--- src/rtl/ds3_nib_pkg.sv ---
package ds3_nib_pkg;

   // Default geometry of a DS3 frame as seen by the payload port
   localparam int DS3_NIB_W        = 4;
   localparam int DS3_NIBS_PER_BLK = 21;
   localparam int DS3_BLKS         = 56;
   localparam int DS3_SYNC_STAGES  = 2;
   localparam int DS3_SAMPLE_EDGE  = 3;

   function automatic bit is_pow2(input int v);
      return (v > 0) && ((v & (v - 1)) == 0);
   endfunction

endpackage

--- src/rtl/ds3_nib_refsync.sv ---
module ds3_nib_refsync #(
   parameter int STAGES = 2
) (
   input  logic clk_i,
   input  logic rst_ni,
   input  logic ref_i,
   output logic restart_o
);

   logic [STAGES-1:0] sync_q;
   logic              last_q;

   always_ff @(posedge clk_i or negedge rst_ni) begin
      if (!rst_ni) begin
         sync_q <= '0;
         last_q <= 1'b0;
      end else begin
         sync_q <= {sync_q[STAGES-2:0], ref_i};
         last_q <= sync_q[STAGES-1];
      end
   end

   assign restart_o = sync_q[STAGES-1] & ~last_q;

endmodule

--- src/rtl/ds3_nib_framepos.sv ---
module ds3_nib_framepos #(
   parameter int NIB_W        = 4,
   parameter int NIBS_PER_BLK = 21,
   parameter int BLKS         = 56
) (
   input  logic clk_i,
   input  logic rst_ni,
   input  logic restart_i,
   output logic nclk_o,
   output logic oh_o,
   output logic pay_o,
   output logic last_nib_o,
   output logic load_o,
   output logic shift_o
);

   localparam int BLK_LEN = 1 + NIB_W * NIBS_PER_BLK;
   localparam int BP_W    = $clog2(BLK_LEN);
   localparam int BK_W    = (BLKS > 1) ? $clog2(BLKS) : 1;
   localparam int PH_W    = (NIB_W > 1) ? $clog2(NIB_W) : 1;

   localparam logic [BP_W-1:0] BP_LAST = BP_W'(BLK_LEN - 1);
   localparam logic [BP_W-1:0] BP_LEAD = BP_W'(BLK_LEN - NIB_W - 1);
   localparam logic [BP_W-1:0] BP_MKLO = BP_W'(BLK_LEN - 2 * NIB_W);
   localparam logic [BP_W-1:0] BP_MKHI = BP_W'(BLK_LEN - NIB_W - 1);
   localparam logic [BK_W-1:0] BK_LAST = BK_W'(BLKS - 1);
   localparam logic [PH_W-1:0] PH_LAST = PH_W'(NIB_W - 1);

   logic            run_q, lead_q;
   logic [BP_W-1:0] bpos_q;
   logic [BK_W-1:0] blk_q;
   logic [PH_W-1:0] ph_q;
   logic            slot_pay, active;

   always_ff @(posedge clk_i or negedge rst_ni) begin
      if (!rst_ni) begin
         run_q  <= 1'b0;
         lead_q <= 1'b1;
         bpos_q <= BP_LEAD;
         blk_q  <= BK_LAST;
         ph_q   <= PH_LAST;
      end else if (restart_i) begin
         run_q  <= 1'b1;
         lead_q <= 1'b1;
         bpos_q <= BP_LEAD;
         blk_q  <= BK_LAST;
         ph_q   <= PH_LAST;
      end else if (run_q) begin
         if (bpos_q == BP_LAST) begin
            bpos_q <= '0;
            if (blk_q == BK_LAST) begin
               blk_q  <= '0;
               lead_q <= 1'b0;
            end else begin
               blk_q <= blk_q + BK_W'(1);
            end
         end else begin
            bpos_q <= bpos_q + BP_W'(1);
         end
         if (slot_pay) ph_q <= ph_q + PH_W'(1);
      end
   end

   assign slot_pay   = (bpos_q != '0);
   assign active     = run_q & ~lead_q;
   assign oh_o       = active & ~slot_pay;
   assign pay_o      = active & slot_pay;
   assign last_nib_o = active && (blk_q == BK_LAST) &&
                       (bpos_q >= BP_MKLO) && (bpos_q <= BP_MKHI);
   assign nclk_o     = run_q & ~ph_q[PH_W-1];
   assign load_o     = ~slot_pay | ((ph_q == PH_LAST) && (bpos_q != BP_LAST));
   assign shift_o    = slot_pay;

endmodule

--- src/rtl/ds3_nib_sampler.sv ---
module ds3_nib_sampler #(
   parameter int NIB_W       = 4,
   parameter int SAMPLE_EDGE = 3
) (
   input  logic             clk_i,
   input  logic             rst_ni,
   input  logic             nclk_i,
   input  logic [NIB_W-1:0] nib_i,
   output logic [NIB_W-1:0] hold_o
);

   localparam int AGE_W = $clog2(SAMPLE_EDGE + 1);
   localparam logic [AGE_W-1:0] AGE_SAT = AGE_W'(SAMPLE_EDGE);

   logic             prev_q, rise, samp;
   logic [AGE_W-1:0] age_q;

   assign rise = nclk_i & ~prev_q;

   generate
      if (SAMPLE_EDGE == 1) begin : g_first_edge
         assign samp = rise;
      end else begin : g_later_edge
         assign samp = ~rise && (age_q == AGE_W'(SAMPLE_EDGE - 1));
      end
   endgenerate

   always_ff @(posedge clk_i or negedge rst_ni) begin
      if (!rst_ni) begin
         prev_q <= 1'b0;
         age_q  <= AGE_SAT;
         hold_o <= '0;
      end else begin
         prev_q <= nclk_i;
         if (rise)                 age_q <= AGE_W'(1);
         else if (age_q != AGE_SAT) age_q <= age_q + AGE_W'(1);
         if (samp) hold_o <= nib_i;
      end
   end

endmodule

--- src/rtl/ds3_nib_ser.sv ---
module ds3_nib_ser #(
   parameter int NIB_W = 4
) (
   input  logic             clk_i,
   input  logic             rst_ni,
   input  logic             load_i,
   input  logic             shift_i,
   input  logic [NIB_W-1:0] hold_i,
   output logic             bit_o
);

   logic [NIB_W-1:0] sh_q;

   always_ff @(posedge clk_i or negedge rst_ni) begin
      if (!rst_ni)      sh_q <= '0;
      else if (load_i)  sh_q <= hold_i;
      else if (shift_i) sh_q <= {sh_q[NIB_W-2:0], 1'b0};
   end

   assign bit_o = sh_q[NIB_W-1];

endmodule

--- src/rtl/ds3_nib_tx.sv ---
module ds3_nib_tx
   import ds3_nib_pkg::*;
#(
   parameter int NIB_W        = DS3_NIB_W,
   parameter int NIBS_PER_BLK = DS3_NIBS_PER_BLK,
   parameter int BLKS         = DS3_BLKS,
   parameter int SYNC_STAGES  = DS3_SYNC_STAGES,
   parameter int SAMPLE_EDGE  = DS3_SAMPLE_EDGE
) (
   input  logic             clk_i,
   input  logic             rst_ni,
   input  logic             frame_ref_i,
   input  logic [NIB_W-1:0] nib_i,
   output logic             nib_clk_o,
   output logic             last_nib_o,
   output logic             pay_bit_o,
   output logic             pay_en_o,
   output logic             oh_slot_o
);

   // Elaboration-time parameter checks
   if (!is_pow2(NIB_W) || NIB_W < 2) begin : g_bad_nib_w
      $error("NIB_W must be a power of two of at least 2");
   end
   if (SAMPLE_EDGE < 1 || SAMPLE_EDGE > NIB_W - 1) begin : g_bad_edge
      $error("SAMPLE_EDGE must fall inside one nibble period");
   end
   if (SYNC_STAGES < 2) begin : g_bad_sync
      $error("SYNC_STAGES must be at least 2");
   end
   if (NIBS_PER_BLK < 2 || BLKS < 1) begin : g_bad_geom
      $error("frame geometry too small");
   end

   logic             restart;
   logic             load, shift, pay, ser_bit;
   logic [NIB_W-1:0] hold;

   ds3_nib_refsync #(.STAGES(SYNC_STAGES)) u_ref (
      .clk_i     (clk_i),
      .rst_ni    (rst_ni),
      .ref_i     (frame_ref_i),
      .restart_o (restart)
   );

   ds3_nib_framepos #(
      .NIB_W        (NIB_W),
      .NIBS_PER_BLK (NIBS_PER_BLK),
      .BLKS         (BLKS)
   ) u_pos (
      .clk_i      (clk_i),
      .rst_ni     (rst_ni),
      .restart_i  (restart),
      .nclk_o     (nib_clk_o),
      .oh_o       (oh_slot_o),
      .pay_o      (pay),
      .last_nib_o (last_nib_o),
      .load_o     (load),
      .shift_o    (shift)
   );

   ds3_nib_sampler #(.NIB_W(NIB_W), .SAMPLE_EDGE(SAMPLE_EDGE)) u_smp (
      .clk_i  (clk_i),
      .rst_ni (rst_ni),
      .nclk_i (nib_clk_o),
      .nib_i  (nib_i),
      .hold_o (hold)
   );

   ds3_nib_ser #(.NIB_W(NIB_W)) u_ser (
      .clk_i   (clk_i),
      .rst_ni  (rst_ni),
      .load_i  (load),
      .shift_i (shift),
      .hold_i  (hold),
      .bit_o   (ser_bit)
   );

   assign pay_en_o  = pay;
   assign pay_bit_o = ser_bit & pay;

endmodule

--- config.mk ---
export PLATFORM = sky130hd
export DESIGN_NAME = ds3_nib_tx
export DESIGN_NICKNAME = d
export VERILOG_FILES = /design/src/rtl/ds3_nib_pkg.sv /design/src/rtl/ds3_nib_refsync.sv /design/src/rtl/ds3_nib_framepos.sv /design/src/rtl/ds3_nib_sampler.sv /design/src/rtl/ds3_nib_ser.sv /design/src/rtl/ds3_nib_tx.sv
export SDC_FILE = /design/constraint.sdc
export NUM_CORES = 1
export LEC_CHECK = 0
export BUFFER_PORTS_ARGS = -buffer_cell sky130_fd_sc_hd__buf_2
export CORE_MARGIN = 2
export CORE_UTILIZATION = 45
export CTS_CLUSTER_DIAMETER = 40
export DETAILED_ROUTE_END_ITERATION = 16
export SLEW_MARGIN = 5
export SYNTH_ARGS = -nofsm -noshare
export SYNTH_HDL_FRONTEND = slang
export SYNTH_SLANG_ARGS = --single-unit
--- constraint.sdc ---
create_clock -name clk_i -period 2.7 [get_ports clk_i]
set_input_delay 0.135 -clock clk_i [delete_from_list [all_inputs] [get_ports clk_i]]
set_output_delay 0.135 -clock clk_i [all_outputs]
set_load 0.1 [all_outputs]
Word-level counts from Yosys, hierarchy flattened
Cells that the tools add are included.

storage, ports and cells
  register bits after elaboration = 31
  logic and storage cells = 70
  input bits = 7
  output and inout bits = 5

cells by class
  bitwise logic cells = 14
  reductions and logical operators = 15
  add/subtract/negate cells = 4
  magnitude comparators = 2
  equality and inequality tests = 6
  mux-type cells = 18

operators with widths
  cell                                                      count
  two-way mux 6 bit                                         4
  two-way mux 7 bit                                         3
  nonzero test 2 bit                                        6
  two-way mux 2 bit                                         5
  two-way mux 4 bit                                         2
  adder 7 x 1 -> 7 bit, second input constant               1
  AND 1 bit                                                 7
  == test 7 bit, second input constant                      1
  greater-or-equal comparator 7 bit, second input constant  1
  <= comparator 7 bit, second input constant                1
  inequality test 7 bit, second input constant              1
  nonzero test 7 bit                                        1
  adder 6 x 1 -> 6 bit, second input constant               1
  == test 6 bit, second input constant                      1
  inverter 1 bit                                            6
  logical AND 1 bit                                         5
  adder 2 x 1 -> 2 bit, second input constant               2
  == test 2 bit, second input constant                      2
  two-way mux 1 bit                                         4
  AND reduction 2 bit                                       2
  AND reduction 3 bit                                       1
  inequality test 2 bit, second input constant              1
  OR 1 bit                                                  1

Logic depth before layout (Yosys ltp)
Gate-level depths: netlist of run 1.

  word-level depth = 5
  mapped depth = 7

Cells and area by module
Synthesis of run 1 repeated with hierarchy kept, for this count alone.

unflattened totals
  cell total of the unflattened synthesis = 151
  area, all modules = 1,682.9 µm²

modules (own cells, without submodules)
  module            cells an instance  area an instance (µm²)  sequential area each (µm²)  instances
  ds3_nib_framepos  110                1,098.6                 437.9                       1
  ds3_nib_sampler   21                 320.3                   177.7                       1
  ds3_nib_ser       15                 168.9                   100.1                       1
  ds3_nib_refsync   4                  88.8                    75.1                        1
  ds3_nib_tx        1                  6.3                     0.0                         1

Worst setup path before layout of run 1
No wires, ideal clock.

  kind = flip-flop to output port
  start point = register u_pos.bpos_q[0]
  end point = output port oh_slot_o
  path buffers = 0
  cell stages (with the launch flop) = 5
  slack = -0.339 ns
  data required time = 2.565 ns
  arrival = 2.904 ns
  path through = dfrtp_1 inv_1 ha_1 nand4_1 nor3_1

between the ends
  word-level cells in the longest chain between the ends = 3

ends and longest elaborated chain
  item                    line                    source
  from (decl)             ds3_nib_framepos.sv:30  logic [BP_W-1:0] bpos_q;
  from (signal assigned)  ds3_nib_framepos.sv:58  bpos_q <= bpos_q + BP_W'(1);
  nonzero test 7 bit      ds3_nib_framepos.sv:64  assign slot_pay = (bpos_q != '0);
  inverter 1 bit          ds3_nib_framepos.sv:66  assign oh_o = active & ~slot_pay;
  AND 1 bit               ds3_nib_framepos.sv:66
  to (decl)               ds3_nib_tx.sv:18        output logic oh_slot_o

No other way between the ends.

Final worst setup path of run 1
  start point = register u_pos.blk_q[0]
  end point = output port last_nib_o

between the ends
  word-level cells in the longest chain between the ends = 4

ends and longest elaborated chain
  item                            line                    source
  from (decl)                     ds3_nib_framepos.sv:31  logic [BK_W-1:0] blk_q;
  from (signal assigned)          ds3_nib_framepos.sv:55  blk_q <= blk_q + BK_W'(1);
  == test 6 bit                   ds3_nib_framepos.sv:68  assign last_nib_o = active && (blk_q == BK_LAST) &&
  logical AND 1 bit (2 in a row)  ds3_nib_framepos.sv:68
  logical AND 1 bit               ds3_nib_framepos.sv:69  (bpos_q >= BP_MKLO) && (bpos_q <= BP_MKHI);
  to (decl)                       ds3_nib_tx.sv:15        output logic last_nib_o,

No other way between the ends.

==> results of run 1 <==
critical path: cells and delay by family (launching register included):
family                   cells  cell delay (ps)
AND/OR/NAND/NOR              4              630
adder cells (fa/ha/maj)      1              220
buffers and inverters        1              430
flip-flops                   1              560
power breakdown:
part	internal (mW)	leakage, nW	switching (mW)
registers	0.707	0.358	0.164
logic	0.329	0.394	0.500
clock network	0.219	0.0482	0.158
total	1.25	0.800	0.822
sequential cells by signal, indices dropped and copies added (netlist names):
register      count
u_smp.hold_o      4
u_pos.run_q       1
u_pos.ph_q        2
u_ref.sync_q      2
u_ser.sh_q        4
u_smp.prev_q      1
u_pos.bpos_q      7
u_pos.lead_q      1
u_ref.last_q      1
u_pos.blk_q       6
u_smp.age_q       2
final timing paths:
kind / from / end / slack (ps) / cells past startpoint
worst min register to register: u_ref.sync_q[0] / u_ref.sync_q[1] / 370 / 0
worst min-delay path: nib_i[3] / u_smp.hold_o[3] / 30 / 2
min in group asynchronous: rst_ni / u_pos.bpos_q[1] / 370 / 2
worst max register to register: u_pos.bpos_q[0] / u_ser.sh_q[1] / 800 / 6
worst max-delay path: u_pos.blk_q[0] / last_nib_o / 390 / 6
max in group asynchronous: rst_ni / u_ref.last_q / 1900 / 2
cells by family (layout without fill, tap and decap cells):
family	Yosys count	in the layout	share of synthesized area (%)
simple gates	54	54	19.4
flops	31	31	51.7
compound gates	28	28	12.4
buf+inv	11	27	3.27
mux	8	8	5.81
fa+ha+maj	7	7	5.72
xor+xnor	3	3	1.72
what timing repair did:
item | 4_1_cts | 5_1_grt
setup buffers | 0 | 0
endpoints found under the setup margin | 0 | 0
hold endpoints to repair | 20 | 0
hold buffers | 2 | 0
routing by layer:
metal	up-vias	wire (um)	part of all wire [%]	GRT usage (%)
met2	24	1310	47	24.9
li1	535	-	-	-
met3	4	136	4.9	6.88
met5	-	0	0	0
met4	0	36	1.3	6.11
met1	526	1300	47	22.4
through the flow:
| step | std cells | hold slack, ps | cell area (um2) | util (%) |
|---|---|---|---|---|
| 3_5_place_dp | 194 | 210 | 1620 | 48.9 |
| 5_1_grt | 204 | 7.73 | 1730 | 52.2 |
| 3_3_place_gp | 194 | 202 | 1620 | 48.9 |
| 2_1_floorplan | 142 | -161 | 1540 | - |
| 6_report | 204 | 31.6 | 1730 | 52.2 |
| 4_1_cts | 204 | 18.4 | 1730 | 52.2 |
final cells by class:
| cell class | instances | area [um2] |
|---|---|---|
| clock inverters | 2 | 35.0 |
| inverters | 6 | 22.5 |
| repair buffers | 13 | 75.1 |
| clock buffers | 6 | 51.3 |
| well taps | 46 | 57.6 |
| multi-input cells | 100 | 694 |
| flip-flops and latches | 31 | 791 |
| fillers | 301 | 1580 |
cell usage after synthesis, types with 4 or more instances:
library cell	n
o21ai_0	7
mux2_2	7
a21oi_1	6
ha_1	7
nand2_1	14
inv_1	6
nor2_1	7
nand3_1	9
and3_1	4
dfrtp_1	19
dfstp_2	12
==> flow_summary.yaml, run 1 <==
synth:
  ys_seq_area_share_pct: 51.7
  syn_nets: 156
  synth_cells: 142
  netlist_area_um2: 1530
  synth_edf_count: 0
  synthArstFlopShare_pct: 100
  ys_ff_latch: 31
  yosysTopAreaCell: "dfrtp_1"
  synthTopCellsByArea: "dfrtp_1, dfstp_2, ha_1, mux2_2, nand2_1"
  synth.top_cell.area_share_pct: 31.1
  synthFlopType: "dfrtp_1"
  syn_area_per_cell_um2: 10.8
  ys_types: 40
  synth_warnings: 0
timing:
  relSlewSlack_pct: 50.1
  fin_ws_ps: 391
  worstMarginPinSlew_ps: 747
  fmax_ghz: 0.433
  maxSlewViolCount: 0
  setup_tns_ps: 0
  layout_min_cycle_time_ps: 2310
  hold_viol: 0
  rsz0062_at_grt: "no"
  setup_viol_count_final: 0
  fin_skew_ps: 7.07
  finalCritPeriodShare_pct: 85.5
global_routing:
  grt_max_degree: 32
  grt_pass1_wl_um: 5040
  gr-total-overflow: 0
  grt_pass1_vias: 1061
  antenna_found_initial: 0
  grt_util_all_layers_pct: 16.8
setup_path:
  critical_path_class: "flop to output port"
  critPathLaunchType: "flop"
  crit_path_top_delay_cell: "dfstp_2"
  cp_common_cell: "nor2_1"
  worstSetupEndpointType: "output port"
  cp.arrival_ps: 2170
  path_cells: "ha_1 > nand4_1 > nor2_1 > nand3_1 > nor2_1 > buf_2"
  crit_path_max_fanout: 5
  slowest_delay_ps: 560
  worstPathRequired_ps: 2570
power:
  power.total_mw: 2.08
  p_leak_nw: 0.800
  ir_drop_mv: 0.374
  powerDensity_nw_per_um2: 1200
cells_and_area:
  nets: 171
  antenna_cells: 0
  layout_common_cells: "dfrtp_1, nand2_1, dfstp_2"
  drive_above_1_share_pct: 27.8
  final_common_cell: "dfrtp_1"
  synthToLayoutAreaGrowth_pct: 12.8
detailed_routing:
  routed_wl_um: 2780
  ant_nets: 0
  wl_per_cell_um: 13.6
  drc: 0
  first_pass_iters: 6
  vias: 1089
  viasPerCell: 5.34
  drtIter0Drc: 110
clock_tree:
  cts_buffers: 5
  cts_resized: 0
  root_buffer: "clkbuf_4"
  cts_tree: "yes"
  clkLatencyLatePin_ps: 330
  cts_buffer_depth: 2
  clkTransAtPathRegs_ps: 100
  cts.sinks: 31
  cts_max_level: 2
flow_run:
  drv_cap: 0
min_path:
  hold_class: "input port to flop"
floorplan:
  core_region_area_um2: 3310
  dieWidth_um: 62.3
  io_pins: 12
  die-area_um2: 3880
  rows: 21
  start_util_pct: 46.2
  die_h_um: 62.3
status:
  status: "complete, no violations"
placement:
  port_buffers: 11
  hpwl_um: 1990
  place_ws_ps: 781
  gp_congestion: 0.791
Power figures use the tool's default switching activity.
==> inputs of run 2 (changes only) <==
Settings changed: GPL_TIMING_DRIVEN set to 0, TNS_END_PERCENT set to 30.
==> flow_summary.yaml, run 2 (same netlist as run 1, synthesis figures left out) <==
timing:
  finalCritPeriodShare_pct: 84.7
  layout_min_cycle_time_ps: 2290
  rsz0062_at_grt: "no"
  worstMarginPinSlew_ps: 679
  fin_ws_ps: 412
  relSlewSlack_pct: 54.7
  fin_skew_ps: 9.12
  setup_viol_count_final: 0
  holdWs_ps: 30.6
  hold_viol: 0
  setup_tns_ps: 0
  fmax_ghz: 0.437
  maxSlewViolCount: 0
clock_tree:
  cts_buffers: 5
  cts.sinks: 31
  root_buffer: "clkbuf_4"
  hold_buffers: 2
  clkTransAtPathRegs_ps: 100
  cts_resized: 0
  cts_buffer_depth: 2
  cts_tree: "yes"
  postCtsSetupRepairBufs: 0
  clkLatencyLatePin_ps: 340
  cts_max_level: 2
floorplan:
  start_util_pct: 46.2
  io_pins: 12
  rows: 21
  dieWidth_um: 62.3
  core_region_area_um2: 3310
  die-area_um2: 3880
  die_h_um: 62.3
global_routing:
  gr-total-overflow: 0
  grt_pass1_vias: 1137
  grt_pass1_wl_um: 5090
  grt_max_degree: 32
  grt_util_all_layers_pct: 16.7
  antenna_found_initial: 0
setup_path:
  cp_common_cell: "nor2_1"
  path_buf_inv: 1
  worstPathRequired_ps: 2570
  crit_path_top_delay_cell: "dfstp_2"
  worst_r2r_path_depth: 7
  worstSetupEndpointType: "output port"
  regToRegSetupSlack_ps: 680
  path_delay_family: "simple AND/OR/NAND/NOR gates"
  r2r_start: "u_pos.bpos_q[0]"
  slowest_delay_ps: 570
  crit_path_max_fanout: 5
  cp.arrival_ps: 2150
  r2r_end: "u_ser.sh_q[3]"
  critical_path_class: "flop to output port"
  critPathLaunchType: "flop"
  path_cells: "ha_1 > nand4_1 > nor2_1 > nand3_1 > nor2_1 > buf_2"
power:
  p_leak_nw: 0.815
  powerDensity_nw_per_um2: 1190
  ir_drop_mv: 0.508
  p_clk_share_pct: 18.4
  p_int_mw: 1.26
  pwr-share-comb_pct: 40.7
  swShare_pct: 39.6
  power.switching_mw: 0.828
  pwr-share-seq_pct: 41.0
min_path:
  worstHoldStart: "nib_i[3]"
  min_to: "u_smp.hold_o[3]"
  hold_class: "input port to flop"
  whs_path_depth: 2
placement:
  hpwl_um: 1910
  gp_congestion: 0.803
  place_ws_ps: 694
  port_buffers: 11
detailed_routing:
  wl_per_cell_um: 13.4
  first_pass_iters: 5
  met3WireLength_um: 106
  viasPerCell: 5.42
  drc: 0
  drtIter0Drc: 71
  ant_nets: 0
  wl_met1_um: 1340
  met2_length_um: 1290
  routed_wl_um: 2810
  vias: 1132
  top_layer: "met4"
flow_run:
  drv_cap: 0
cells_and_area:
  antenna_cells: 0
  reg_top3: "u_pos.bpos_q (7), u_pos.blk_q (6)"
  largest_reg_flops: 7
  top_register: "u_pos.bpos_q"
  synthToLayoutAreaGrowth_pct: 14.6
  nets: 176
  drive_above_1_share_pct: 28.2
  layout_common_cells: "dfrtp_1, nand2_1, buf_2, dfstp_2, nand3_1"
  final_common_cell: "dfrtp_1"
status:
  status: "complete, no violations"
[run 2: changes by cell type in the layout (fill, tap and decap cells not counted), sizes merged]
cell    delta
buf        +3
clkbuf     +2
[run 2: final cells by class]
cell class                 instances  area [um2]
clock inverter                     2        35.0
tap                               46        57.6
sequential                        31         791
multi-input combinational        100         694
fill                             313        1560
clock buffer                       6        51.3
inverter                           6        22.5
buffer                             5        27.5
timing repair buffer              13        75.1
[run 2: how the worst max path moves through the flow]
stage | slack, ps | cells past startpoint | to | start
floorplan | 40 | 4 | u_smp.hold_o[0] | u_pos.run_q
global placement | 740 | 7 | u_ser.sh_q[1] | u_pos.bpos_q[0]
detailed placement | 690 | 7 | u_ser.sh_q[1] | u_pos.bpos_q[0]
CTS | 400 | 6 | last_nib_o | u_pos.blk_q[0]
global route | 280 | 6 | last_nib_o | u_pos.blk_q[0]
finish | 410 | 6 | last_nib_o | u_pos.blk_q[0]
[run 2: layer usage]
| metal | track usage (%) | vias to the layer above |
|---|---|---|
| li1 | - | 542 |
| met1 | 21.8 | 554 |
| met2 | 25.7 | 29 |
| met3 | 4.17 | 7 |
| met4 | 8.89 | 0 |
| met5 | 0 | - |
[run 2: through the flow]
step	std cells	instance area, um2	total power, mW	util (%)
4_1_cts	209	1750	2.11	53.0
6_report	209	1750	2.09	53.0
3_5_place_dp	199	1650	1.71	49.8
5_1_grt	209	1750	2.26	53.0
2_1_floorplan	142	1540	1.54	-
3_3_place_gp	199	1650	1.68	49.8
[run 2: power by group through the flow]
stage,combinational (mW),sequential (mW),clock [mW]
2_1_floorplan,0.715,0.823,0
3_3_place_gp,0.825,0.853,0
3_5_place_dp,0.852,0.862,0
4_1_cts,0.857,0.856,0.396
5_1_grt,0.955,0.889,0.418
6_report,0.851,0.857,0.384
